--- src/rtl/bop_pkg.sv ---
package bop_pkg;
  localparam int SLOTS = 2;
  typedef enum logic [1:0] {HS_NONE, HS_ACK, HS_NAK} hs_e;
endpackage

--- src/rtl/bop_rx_ctrl.sv ---
// Token admission, byte placement, overflow tracking and handshake choice.
module bop_rx_ctrl #(
  parameter int MAX_PKT = 64,
  parameter int CW      = $clog2(MAX_PKT + 1),
  parameter int AW      = $clog2(MAX_PKT)
) (
  input  logic          clk,
  input  logic          rst_n,
  input  logic          tok_out,
  input  logic          rx_sop,
  input  logic          rx_valid,
  input  logic [7:0]    rx_byte,
  input  logic          rx_eop,
  input  logic          rx_crc_ok,
  input  logic [1:0]    slot_valid,
  output logic          wr_en,
  output logic          wr_slot,
  output logic [AW-1:0] wr_addr,
  output logic [7:0]    wr_byte,
  output logic          commit,
  output logic          commit_slot,
  output logic [CW-1:0] commit_len,
  output logic          hs_ack,
  output logic          hs_nak
);
  import bop_pkg::*;

  logic          wr_ptr_q, wr_ptr_n;
  logic          tok_q, tok_n;
  logic          adm_q, adm_n;
  logic          ovf_q, ovf_n;
  logic [CW-1:0] idx_q, idx_n;
  hs_e           hs_q, hs_n;
  logic          full;
  logic          take;

  assign full        = (idx_q == CW'(MAX_PKT));
  assign take        = rx_valid & tok_q & adm_q;
  assign wr_en       = take & ~full;
  assign wr_slot     = wr_ptr_q;
  assign wr_addr     = idx_q[AW-1:0];
  assign wr_byte     = rx_byte;
  assign commit      = rx_eop & tok_q & adm_q & rx_crc_ok & ~ovf_q;
  assign commit_slot = wr_ptr_q;
  assign commit_len  = idx_q;
  assign hs_ack      = (hs_q == HS_ACK);
  assign hs_nak      = (hs_q == HS_NAK);

  always_comb begin
    wr_ptr_n = wr_ptr_q;
    tok_n    = tok_q;
    adm_n    = adm_q;
    ovf_n    = ovf_q;
    idx_n    = idx_q;
    hs_n     = HS_NONE;
    if (tok_out) begin
      tok_n = 1'b1;
      adm_n = ~slot_valid[wr_ptr_q];
    end
    if (rx_sop) begin
      idx_n = '0;
      ovf_n = 1'b0;
    end
    if (take) begin
      if (full) ovf_n = 1'b1;
      else      idx_n = idx_q + CW'(1);
    end
    if (rx_eop && tok_q) begin
      tok_n = 1'b0;
      adm_n = 1'b0;
      if (!adm_q) begin
        hs_n = HS_NAK;
      end else if (commit) begin
        hs_n     = HS_ACK;
        wr_ptr_n = ~wr_ptr_q;
      end
    end
  end

  always_ff @(posedge clk or negedge rst_n) begin
    if (!rst_n) begin
      wr_ptr_q <= 1'b0;
      tok_q    <= 1'b0;
      adm_q    <= 1'b0;
      ovf_q    <= 1'b0;
      idx_q    <= '0;
      hs_q     <= HS_NONE;
    end else begin
      wr_ptr_q <= wr_ptr_n;
      tok_q    <= tok_n;
      adm_q    <= adm_n;
      ovf_q    <= ovf_n;
      idx_q    <= idx_n;
      hs_q     <= hs_n;
    end
  end
endmodule

--- src/rtl/bop_slot_bank.sv ---
// Two packet slots: byte storage, stored length and occupancy per slot.
module bop_slot_bank #(
  parameter int MAX_PKT = 64,
  parameter int CW      = $clog2(MAX_PKT + 1),
  parameter int AW      = $clog2(MAX_PKT)
) (
  input  logic          clk,
  input  logic          rst_n,
  input  logic          wr_en,
  input  logic          wr_slot,
  input  logic [AW-1:0] wr_addr,
  input  logic [7:0]    wr_byte,
  input  logic          commit,
  input  logic          commit_slot,
  input  logic [CW-1:0] commit_len,
  input  logic          free,
  input  logic          free_slot,
  input  logic          rd_slot,
  input  logic [AW-1:0] rd_addr,
  output logic [1:0]    slot_valid,
  output logic [CW-1:0] rd_len,
  output logic [7:0]    rd_byte
);
  import bop_pkg::*;

  logic [CW-1:0] len_arr  [SLOTS];
  logic [7:0]    byte_arr [SLOTS];

  for (genvar s = 0; s < SLOTS; s++) begin : g_slot
    logic          valid_q, valid_n;
    logic [CW-1:0] len_q, len_n;
    logic [7:0]    mem_q [MAX_PKT];
    logic          mem_we;
    logic          sel_commit, sel_free;

    assign sel_commit = commit & (commit_slot == 1'(s));
    assign sel_free   = free   & (free_slot   == 1'(s));
    assign mem_we     = wr_en  & (wr_slot     == 1'(s));

    always_comb begin
      valid_n = valid_q;
      len_n   = len_q;
      if (sel_commit) begin
        valid_n = 1'b1;
        len_n   = commit_len;
      end else if (sel_free) begin
        valid_n = 1'b0;
        len_n   = '0;
      end
    end

    always_ff @(posedge clk or negedge rst_n) begin
      if (!rst_n) begin
        valid_q <= 1'b0;
        len_q   <= '0;
      end else begin
        valid_q <= valid_n;
        len_q   <= len_n;
      end
    end

    always_ff @(posedge clk or negedge rst_n) begin
      if (!rst_n) begin
        for (int b = 0; b < MAX_PKT; b++) mem_q[b] <= '0;
      end else if (mem_we) begin
        mem_q[wr_addr] <= wr_byte;
      end
    end

    assign slot_valid[s] = valid_q;
    assign len_arr[s]    = len_q;
    assign byte_arr[s]   = mem_q[rd_addr];
  end

  assign rd_len  = len_arr[rd_slot];
  assign rd_byte = byte_arr[rd_slot];
endmodule

--- src/rtl/bop_rd_port.sv ---
// Processor-side drain: read pointer, byte index, data register, slot release.
module bop_rd_port #(
  parameter int MAX_PKT = 64,
  parameter int RD_W    = 32,
  parameter int CW      = $clog2(MAX_PKT + 1),
  parameter int AW      = $clog2(MAX_PKT)
) (
  input  logic            clk,
  input  logic            rst_n,
  input  logic            rd_strobe,
  input  logic [1:0]      slot_valid,
  input  logic [CW-1:0]   rd_len,
  input  logic [7:0]      rd_byte,
  output logic            rd_slot,
  output logic [AW-1:0]   rd_addr,
  output logic            free,
  output logic            free_slot,
  output logic [RD_W-1:0] rd_data
);
  logic          rd_ptr_q, rd_ptr_n;
  logic [CW-1:0] ridx_q, ridx_n;
  logic [7:0]    data_q, data_n;
  logic          have;
  logic          last;

  assign have      = slot_valid[rd_ptr_q];
  assign last      = (rd_len == '0) || ((ridx_q + CW'(1)) == rd_len);
  assign free      = rd_strobe & have & last;
  assign free_slot = rd_ptr_q;
  assign rd_slot   = rd_ptr_q;
  assign rd_addr   = ridx_q[AW-1:0];
  assign rd_data   = RD_W'(data_q);

  always_comb begin
    rd_ptr_n = rd_ptr_q;
    ridx_n   = ridx_q;
    data_n   = data_q;
    if (rd_strobe) begin
      data_n = (have && rd_len != '0) ? rd_byte : 8'h00;
      if (have) begin
        if (last) begin
          ridx_n   = '0;
          rd_ptr_n = ~rd_ptr_q;
        end else begin
          ridx_n = ridx_q + CW'(1);
        end
      end
    end
  end

  always_ff @(posedge clk or negedge rst_n) begin
    if (!rst_n) begin
      rd_ptr_q <= 1'b0;
      ridx_q   <= '0;
      data_q   <= '0;
    end else begin
      rd_ptr_q <= rd_ptr_n;
      ridx_q   <= ridx_n;
      data_q   <= data_n;
    end
  end
endmodule

--- src/rtl/bulk_out_pingpong.sv ---
module bulk_out_pingpong #(
  parameter int MAX_PKT = 64,
  parameter int RD_W    = 32,
  localparam int CW     = $clog2(MAX_PKT + 1),
  localparam int AW     = $clog2(MAX_PKT)
) (
  input  logic            clk,
  input  logic            rst_n,
  input  logic            tok_out,
  input  logic            rx_sop,
  input  logic            rx_valid,
  input  logic [7:0]      rx_byte,
  input  logic            rx_eop,
  input  logic            rx_crc_ok,
  output logic            hs_ack,
  output logic            hs_nak,
  input  logic            rd_strobe,
  output logic [RD_W-1:0] rd_data,
  output logic [CW-1:0]   rd_count,
  input  logic            irq_clr,
  output logic            irq
);
  logic          wr_en, wr_slot;
  logic [AW-1:0] wr_addr;
  logic [7:0]    wr_byte;
  logic          commit, commit_slot;
  logic [CW-1:0] commit_len;
  logic          free, free_slot;
  logic          rd_slot;
  logic [AW-1:0] rd_addr;
  logic [1:0]    slot_valid;
  logic [CW-1:0] rd_len;
  logic [7:0]    rd_byte;
  logic          irq_q, irq_n;

  bop_rx_ctrl #(.MAX_PKT(MAX_PKT), .CW(CW), .AW(AW)) u_rx (
    .clk(clk), .rst_n(rst_n), .tok_out(tok_out), .rx_sop(rx_sop),
    .rx_valid(rx_valid), .rx_byte(rx_byte), .rx_eop(rx_eop),
    .rx_crc_ok(rx_crc_ok), .slot_valid(slot_valid), .wr_en(wr_en),
    .wr_slot(wr_slot), .wr_addr(wr_addr), .wr_byte(wr_byte),
    .commit(commit), .commit_slot(commit_slot), .commit_len(commit_len),
    .hs_ack(hs_ack), .hs_nak(hs_nak)
  );

  bop_slot_bank #(.MAX_PKT(MAX_PKT), .CW(CW), .AW(AW)) u_bank (
    .clk(clk), .rst_n(rst_n), .wr_en(wr_en), .wr_slot(wr_slot),
    .wr_addr(wr_addr), .wr_byte(wr_byte), .commit(commit),
    .commit_slot(commit_slot), .commit_len(commit_len), .free(free),
    .free_slot(free_slot), .rd_slot(rd_slot), .rd_addr(rd_addr),
    .slot_valid(slot_valid), .rd_len(rd_len), .rd_byte(rd_byte)
  );

  bop_rd_port #(.MAX_PKT(MAX_PKT), .RD_W(RD_W), .CW(CW), .AW(AW)) u_rd (
    .clk(clk), .rst_n(rst_n), .rd_strobe(rd_strobe), .slot_valid(slot_valid),
    .rd_len(rd_len), .rd_byte(rd_byte), .rd_slot(rd_slot), .rd_addr(rd_addr),
    .free(free), .free_slot(free_slot), .rd_data(rd_data)
  );

  // Interrupt: a new store wins over the clear; an idle flag is re-raised
  // while any slot still holds a packet.
  always_comb begin
    irq_n = irq_q;
    if (commit)                      irq_n = 1'b1;
    else if (irq_clr)                irq_n = 1'b0;
    else if (!irq_q && |slot_valid)  irq_n = 1'b1;
  end

  always_ff @(posedge clk or negedge rst_n) begin
    if (!rst_n) irq_q <= 1'b0;
    else        irq_q <= irq_n;
  end

  assign irq      = irq_q;
  assign rd_count = rd_len;
endmodule

--- config.mk ---
export PLATFORM = sky130hd
export DESIGN_NAME = bulk_out_pingpong
export DESIGN_NICKNAME = d
export VERILOG_FILES = /design/src/rtl/bop_pkg.sv /design/src/rtl/bop_rx_ctrl.sv /design/src/rtl/bop_slot_bank.sv /design/src/rtl/bop_rd_port.sv /design/src/rtl/bulk_out_pingpong.sv
export SDC_FILE = /design/constraint.sdc
export NUM_CORES = 2
export LEC_CHECK = 0
export ABC_AREA = 1
export BUFFER_PORTS_ARGS = -buffer_cell sky130_fd_sc_hd__buf_2
export CORE_MARGIN = 4
export CORE_UTILIZATION = 50
export DETAILED_ROUTE_END_ITERATION = 8
export GPL_TIMING_DRIVEN = 0
export PLACE_DENSITY_LB_ADDON = 0.25
export SYNTH_ARGS = -nofsm -noshare
export SYNTH_HDL_FRONTEND = slang
export SYNTH_SLANG_ARGS = --single-unit
--- constraint.sdc ---
create_clock -name clk -period 2.9 [get_ports clk]
set_clock_uncertainty 0.1 [all_clocks]
set_input_delay 0.58 -clock clk [delete_from_list [all_inputs] [get_ports clk]]
set_output_delay 0.58 -clock clk [all_outputs]
set_load 0.05 [all_outputs]
Word-level counts from Yosys, hierarchy flattened
Cells that the tools add are included.
{"block": "word_totals", "reg_bits": 1070, "in_bits": 17, "wordCells": 239}
{"block": "op_classes", "add_sub_neg": 2, "magnitude_cmp": 6, "eq_ne": 4, "n_mux": 46, "bitwise": 23, "n_reduce_logical": 16}
{"operator": "$bwmux W512", "count": 2}
{"operator": "$bmux W8 S6", "count": 2}
{"operator": "$mux W7", "count": 11}
{"operator": "$mux W8", "count": 9}
{"operator": "$demux W8 S6", "count": 1}
{"operator": "$mux W1", "count": 19}
{"operator": "$and A1 B1 Y1", "count": 15}
{"operator": "$add A7 B1 Y7 const B", "count": 2}
{"operator": "$ge A7 B7 Y1 const B", "count": 2}
{"operator": "$not A6 Y7", "count": 2}
{"operator": "$eq A7 B7 Y1", "count": 1}
{"operator": "$eq A7 B7 Y1 const B", "count": 1}
{"operator": "$logic_not A7 Y1", "count": 1}
{"operator": "$lt A7 B1 Y1 const B", "count": 1}
{"operator": "$reduce_bool A7 Y1", "count": 1}
{"operator": "$reduce_and A3 Y1", "count": 2}
{"operator": "$reduce_bool A2 Y1", "count": 3}
{"operator": "$not A1 Y1", "count": 5}
{"operator": "$logic_and A1 B1 Y1", "count": 4}
{"operator": "$lt A1 B2 Y1 const B", "count": 2}
{"operator": "$mux W2", "count": 2}
{"operator": "$reduce_bool A3 Y1", "count": 1}
{"operator": "$eq A2 B1 Y1 const B", "count": 1}
{"operator": "$eq A2 B2 Y1 const B", "count": 1}
{"operator": "6 further kinds", "count": 6}

Longest topological paths before layout
{"block": "depth", "ltp_word": 10, "depth_mapped": 14, "depth_no_buf": 13}

By module
Synthesis repeated with hierarchy kept, for this count alone.
{"block": "unflattened", "cells_unflattened": 6257, "area_unflattened_um2": 49439.9}
{"mod": "bop_slot_bank", "n_inst": 1, "cells_each": 5979, "area_per_inst_um2": 47362.9, "seq_area_each_um2": 26025.0}
{"mod": "bop_rd_port", "n_inst": 1, "cells_each": 163, "area_per_inst_um2": 1179.9, "seq_area_each_um2": 400.4}
{"mod": "bop_rx_ctrl", "n_inst": 1, "cells_each": 107, "area_per_inst_um2": 845.8, "seq_area_each_um2": 325.3}
{"mod": "bulk_out_pingpong", "n_inst": 1, "cells_each": 8, "area_per_inst_um2": 51.3, "seq_area_each_um2": 25.0}

Worst setup path before layout
No wires, ideal clock.
{"block": "synth_path", "path_type": "reg2reg", "from": "register u_rx.idx_q[0], in the netlist u_rx.commit_len[0]", "to": "register u_bank.g_slot[1].mem_q[261] (netlist name)", "t_arrival_ps": 2019, "setup_slack_ps": 651, "stages_incl_launch_ff": 14, "path_buffers": 3, "period_less_slack_ps": 2249, "cell_sequence": "dfrtp_1 > clkbuf_2 > inv_2 > ha_1 > nor3b_1 > and3_4 > nor2_8 > inv_4 > nor2_8 > buf_12 > nand2_4 > buf_6 > nand2_1 > o21ai_2"}
{"block": "synth_between", "elab_chain_cells": 6}
{"item": "from (decl)", "line": "bop_rx_ctrl.sv:32", "text": "logic [CW-1:0] idx_q, idx_n;"}
{"item": "from (signal assigned)", "line": "bop_rx_ctrl.sv:93", "text": "idx_q <= idx_n;"}
{"item": "$not A6 Y7 (not written as such)", "line": "bop_slot_bank.sv:66", "text": "mem_q[wr_addr] <= wr_byte;"}
{"item": "$ge A7 B7 Y1 (not written as such) or $lt A7 B1 Y1 (tied branches)", "line": "bop_slot_bank.sv:66"}
{"item": "$logic_and A1 B1 Y1 (not written as such)", "line": "bop_slot_bank.sv:66"}
{"item": "$mux W8 (not written as such)", "line": "bop_slot_bank.sv:66"}
{"item": "$demux W8 S6", "line": "bop_slot_bank.sv:66"}
{"item": "$bwmux W512", "line": "bop_slot_bank.sv:66"}
{"item": "to (signal, indexed assignment)", "line": "bop_slot_bank.sv:66"}
{"item": "to (decl)", "line": "bop_slot_bank.sv:32", "text": "logic [7:0] mem_q [MAX_PKT];"}
Parallel ways exist; a longest one is shown, timed or not.
A chain may end at the register's enable or synchronous reset.

Final worst setup path
{"block": "layout_path", "from": "register u_rd.ridx_q[1]", "to": "register u_rd.data_q[5]"}
{"block": "layout_between", "elab_chain_cells": 8}
{"item": "from (decl)", "line": "bop_rd_port.sv:21", "text": "logic [CW-1:0] ridx_q, ridx_n;"}
{"item": "from (signal assigned)", "line": "bop_rd_port.sv:58", "text": "ridx_q <= ridx_n;"}
{"item": "$not A6 Y7 (not written as such) *", "line": "bop_slot_bank.sv:72", "text": "assign byte_arr[s] = mem_q[rd_addr];"}
{"item": "$bmux W8 S6", "line": "bop_slot_bank.sv:72"}
{"item": "$mux W8 (not written as such) (2 in series)", "line": "bop_slot_bank.sv:72"}
{"item": "$mux W8 (not written as such) * (3 in series)", "line": "bop_slot_bank.sv:76", "text": "assign rd_byte = byte_arr[rd_slot];"}
{"item": "$mux W8 *", "line": "bop_rd_port.sv:39", "text": "data_n = (have && rd_len != '0) ? rd_byte : 8'h00;"}
{"item": "to (signal assigned)", "line": "bop_rd_port.sv:59", "text": "data_q <= data_n;"}
{"item": "to (decl)", "line": "bop_rd_port.sv:22", "text": "logic [7:0] data_q, data_n;"}
Every way passes the cells marked *; elsewhere a longest branch is shown, timed or not. The select of a mux whose other input is x is not followed.

==> flow_summary.ini <==
[die]
pin_count = 59
num_rows = 117
initial_core_util = 0.5044
die_w_microns = 328.6
core_sq_um = 101900
die_area_sq_um = 108000
die_y_microns = 328.6

[worst_setup_path]
cp.arrival_ps = 3520
worst-setup-path-type = reg2reg
crit_slowest_cell = buf_2
critPathMaxStageDelay_ps = 480
critPathBufInv = 3
worstPathRequired_ps = 3400
crit_path_end_kind = flip-flop
crit_fanout = 10
startpoint_type = flip-flop
crit_chain = buf_2 -> buf_2 -> clkbuf_4 -> nand3_1 -> nand3_1 -> nand3_1 -> nand3_1 -> nand2_1 -> nand2_1 -> nand3_1 -> nand3_1 -> nand2_1
cpMostUsedCell = nand3_1
critPathTopFamily = simple AND/OR/NAND/NOR gates

[timing]
fmax_mhz = 330.2
holdWs_ps = -342.5
tightest_slew_ps = 1669
fin_ws_ps = -128.4
finalCriticalPeriod_ps = 3028
slew_headroom = -0.1123
setup_viol = 11
hold_viol_final = 92
rsz0062_at_grt = true
drv_slew = 23
finalCritPeriodShare = 1.044

[drt]
num_vias = 45840
via_per_inst = 5.873
routed_wl_mm = 182.1
drt_iter0_markers = 7010
ant_nets = 0
wl_per_cell_microns = 23.33
route.detailed.drc = 0
firstDrtPassIters = 6

[logic_synthesis]
yosysSeqAreaShare = 0.5210
netlist_area_sq_um = 51390
synth_seq_cells = 1070
synth_edf_count = 0
avgSynthCellArea_sq_um = 8.359
yosysWarnings = 0
ys.flop_type = dfrtp_1
synth_cell_type_count = 36
synth_cells = 6148
async_reset_ff_frac = 1.000

[outcome]
violations = hold timing, capacitance limit, slew limit, setup timing
status = finished, violations left

[power]
ir_drop_uv = 555.4
power.switching_mw = 16.71
p_int_mw = 27.27
pwr-share-clk = 0.350
pwr-share-comb = 0.294
cellLeakagePower_nw = 27.36
power.density_nw_per_um2 = 759.0
p_sw_frac = 0.3799
power_frac_seq = 0.356

[clock_network]
clk_latency_ps = 720
clkSinkCount = 1070
htree_levels = 3
root_buffer = clkbuf_16
cts_tree = built
cts.path.max_buffers = 3
cts_hold_buffers = 1
cts_inserted_buffers = 116
clk_pin_slew_ps = 60

[worst_hold_path]
hp-class = in2async

[final_layout]
nets = 6356
area_growth_pct = 12.75
layout-drive-gt1-share = 0.1391
fillCellCount = 9393
seqCellArea_sq_um = 26780
multi_input_area_sq_um = 21370
instances_no_fill = 7805

[grt]
grt_pass1_wl_mm = 271.8
grt_usage = 0.3349
grt_antenna_before_repair = 8
grt_pass1_vias = 42720
gr-total-overflow = 0
grt_max_degree = 170

[run]
maxCapViolCount = 3

[placement]
dp_hpwl_mm = 130.5
dp_cells = 7580
portBuffers = 34
gp_congestion = 0.9977
==> state kept, by name, summed over array words and instances (netlist names) <==
signal / count
u_rx.tok_q: 1
u_rx.commit_slot: 1
u_rx.ovf_q: 1
u_bank.g_slot.mem_q: 1024
u_bank.g_slot.valid_q: 2
u_rd.ridx_q: 7
u_rx.commit_len: 7
u_rd.free_slot: 1
u_rd.data_q: 8
u_bank.g_slot.len_q: 14
u_rx.hs_q: 2
irq: 1
u_rx.adm_q: 1
==> cell usage after synthesis (2+ instances only) <==
master,count,area [sq um]
buf_12,12,240.2
nand3_2,2,20.02
buf_2,104,520.5
buf_6,120,1351
o21ai_2,150,1314
dfrtp_1,1070,26780
o21ai_1,811,4059
nor3_2,2,20.02
ha_1,3,37.54
clkinv_1,4,15.01
o21ai_0,69,345.3
buf_4,26,195.2
a21oi_1,8,40.04
clkbuf_1,210,788.3
inv_2,6,22.52
nor2_8,3,60.06
buf_1,35,131.4
nand3_1,1023,5120
nand2_1,2226,8356
inv_1,33,123.9
nor2_1,86,322.8
o22ai_1,7,43.79
nand2_4,120,1351
nand4_1,3,18.77
xnor2_1,3,26.28
xor2_1,2,17.52
==> routing by layer <==
metal / track usage / vias to the layer above / share of wire
li1: - / 20720 / -
met1: 0.4690 / 22030 / 0.41
met2: 0.4807 / 2585 / 0.42
met3: 0.09208 / 500 / 0.12
met4: 0.1643 / 2 / 0.058
met5: 0 / - / 0.000071
==> path summary, 6_finish.rpt <==
kind                           startpoint                          end  slack [ps]  depth (start not counted)
max                        u_rd.ridx_q[1]               u_rd.data_q[5]        -130                         12
min                                 rst_n  u_bank.g_slot[0].mem_q[330]        -340                          1
max reg2reg                u_rd.ridx_q[1]               u_rd.data_q[5]        -130                         12
min reg2reg                u_rd.data_q[0]               u_rd.data_q[0]         370                          2
max in group asynchronous           rst_n   u_bank.g_slot[1].mem_q[10]         500                          4
min in group clk                  tok_out                   u_rx.tok_q          30                          3
==> cell usage in the layout (no fill, tap or decap), types with 67 or more instances in the layout <==
cell type / count
dfrtp_1: 1069
buf_6: 127
o21ai_0: 69
clkbuf_1: 162
o21ai_1: 811
nand2_1: 2226
buf_2: 114
clkbuf_16: 118
clkbuf_2: 67
o21ai_2: 150
nor2_1: 78
nand2_4: 120
nand3_1: 1014
==> through the flow <==
step	area (sq um)	TNS [ps]	utilization	worst slack [ps]	power [mW]
floorplan	51480	0	-	650.5	22.45
global placement	53360	-	0.5237	-22360	27.78
detailed placement	53570	-86390	0.5257	-882.3	27.85
CTS	57730	-6786	0.5666	-136.1	43.30
global route	57930	-153.1	0.5685	-150.6	45.11
finish	57940	-349.5	0.5687	-128.4	43.98
==> worst reg2reg max path: cells and delay by family, from the launching register on <==
kind / cells / cell delay, ps
buf+inv: 3 / 1120
flops: 1 / 350
simple gates: 9 / 1320
==> layout make-up <==
| type | instances | share of cell area |
|---|---|---|
| well taps | 1368 | 0.02954 |
| clock inverters | 53 | 0.01075 |
| multi-input cells | 4549 | 0.3687 |
| plain buffers | 508 | 0.06016 |
| repair buffers | 47 | 0.008162 |
| diodes | 8 | 0.0003455 |
| flip-flops and latches | 1070 | 0.4621 |
| clock buffers | 158 | 0.05718 |
| inverters | 44 | 0.003002 |
==> kinds of logic after synthesis <==
kind of cell               Yosys count  share of synthesized area
buffers and inverters              552                    0.06615
AOI/OAI and AO/OA                 1048                     0.1135
DFF                               1070                     0.5210
other                                1                 0.00007297
xor gates and xnor gates             5                  0.0008523
adders and majority gates            3                  0.0007305
and+or+nand+nor                   3469                     0.2977
==> repair_timing <==
action / in CTS / in global routing
pin swaps: 1 / 0
resized for setup: 86 / 106
endpoints found under the hold margin: 93 / 92
endpoints found under the setup margin: 252 / 470
buffers inserted: 4 / 0
==> power groups by stage <==
stage / Sequential, mW / Clock (mW) / Combinational, mW
2_1_floorplan: 15.9 / 0 / 6.53
6_report: 15.6 / 15.4 / 12.9
3_5_place_dp: 15.9 / 0 / 12.0
5_1_grt: 15.7 / 16.1 / 13.3
4_1_cts: 15.6 / 15.5 / 12.2
3_3_place_gp: 15.9 / 0 / 11.9
No activity file was read; power rests on OpenSTA's default activity.
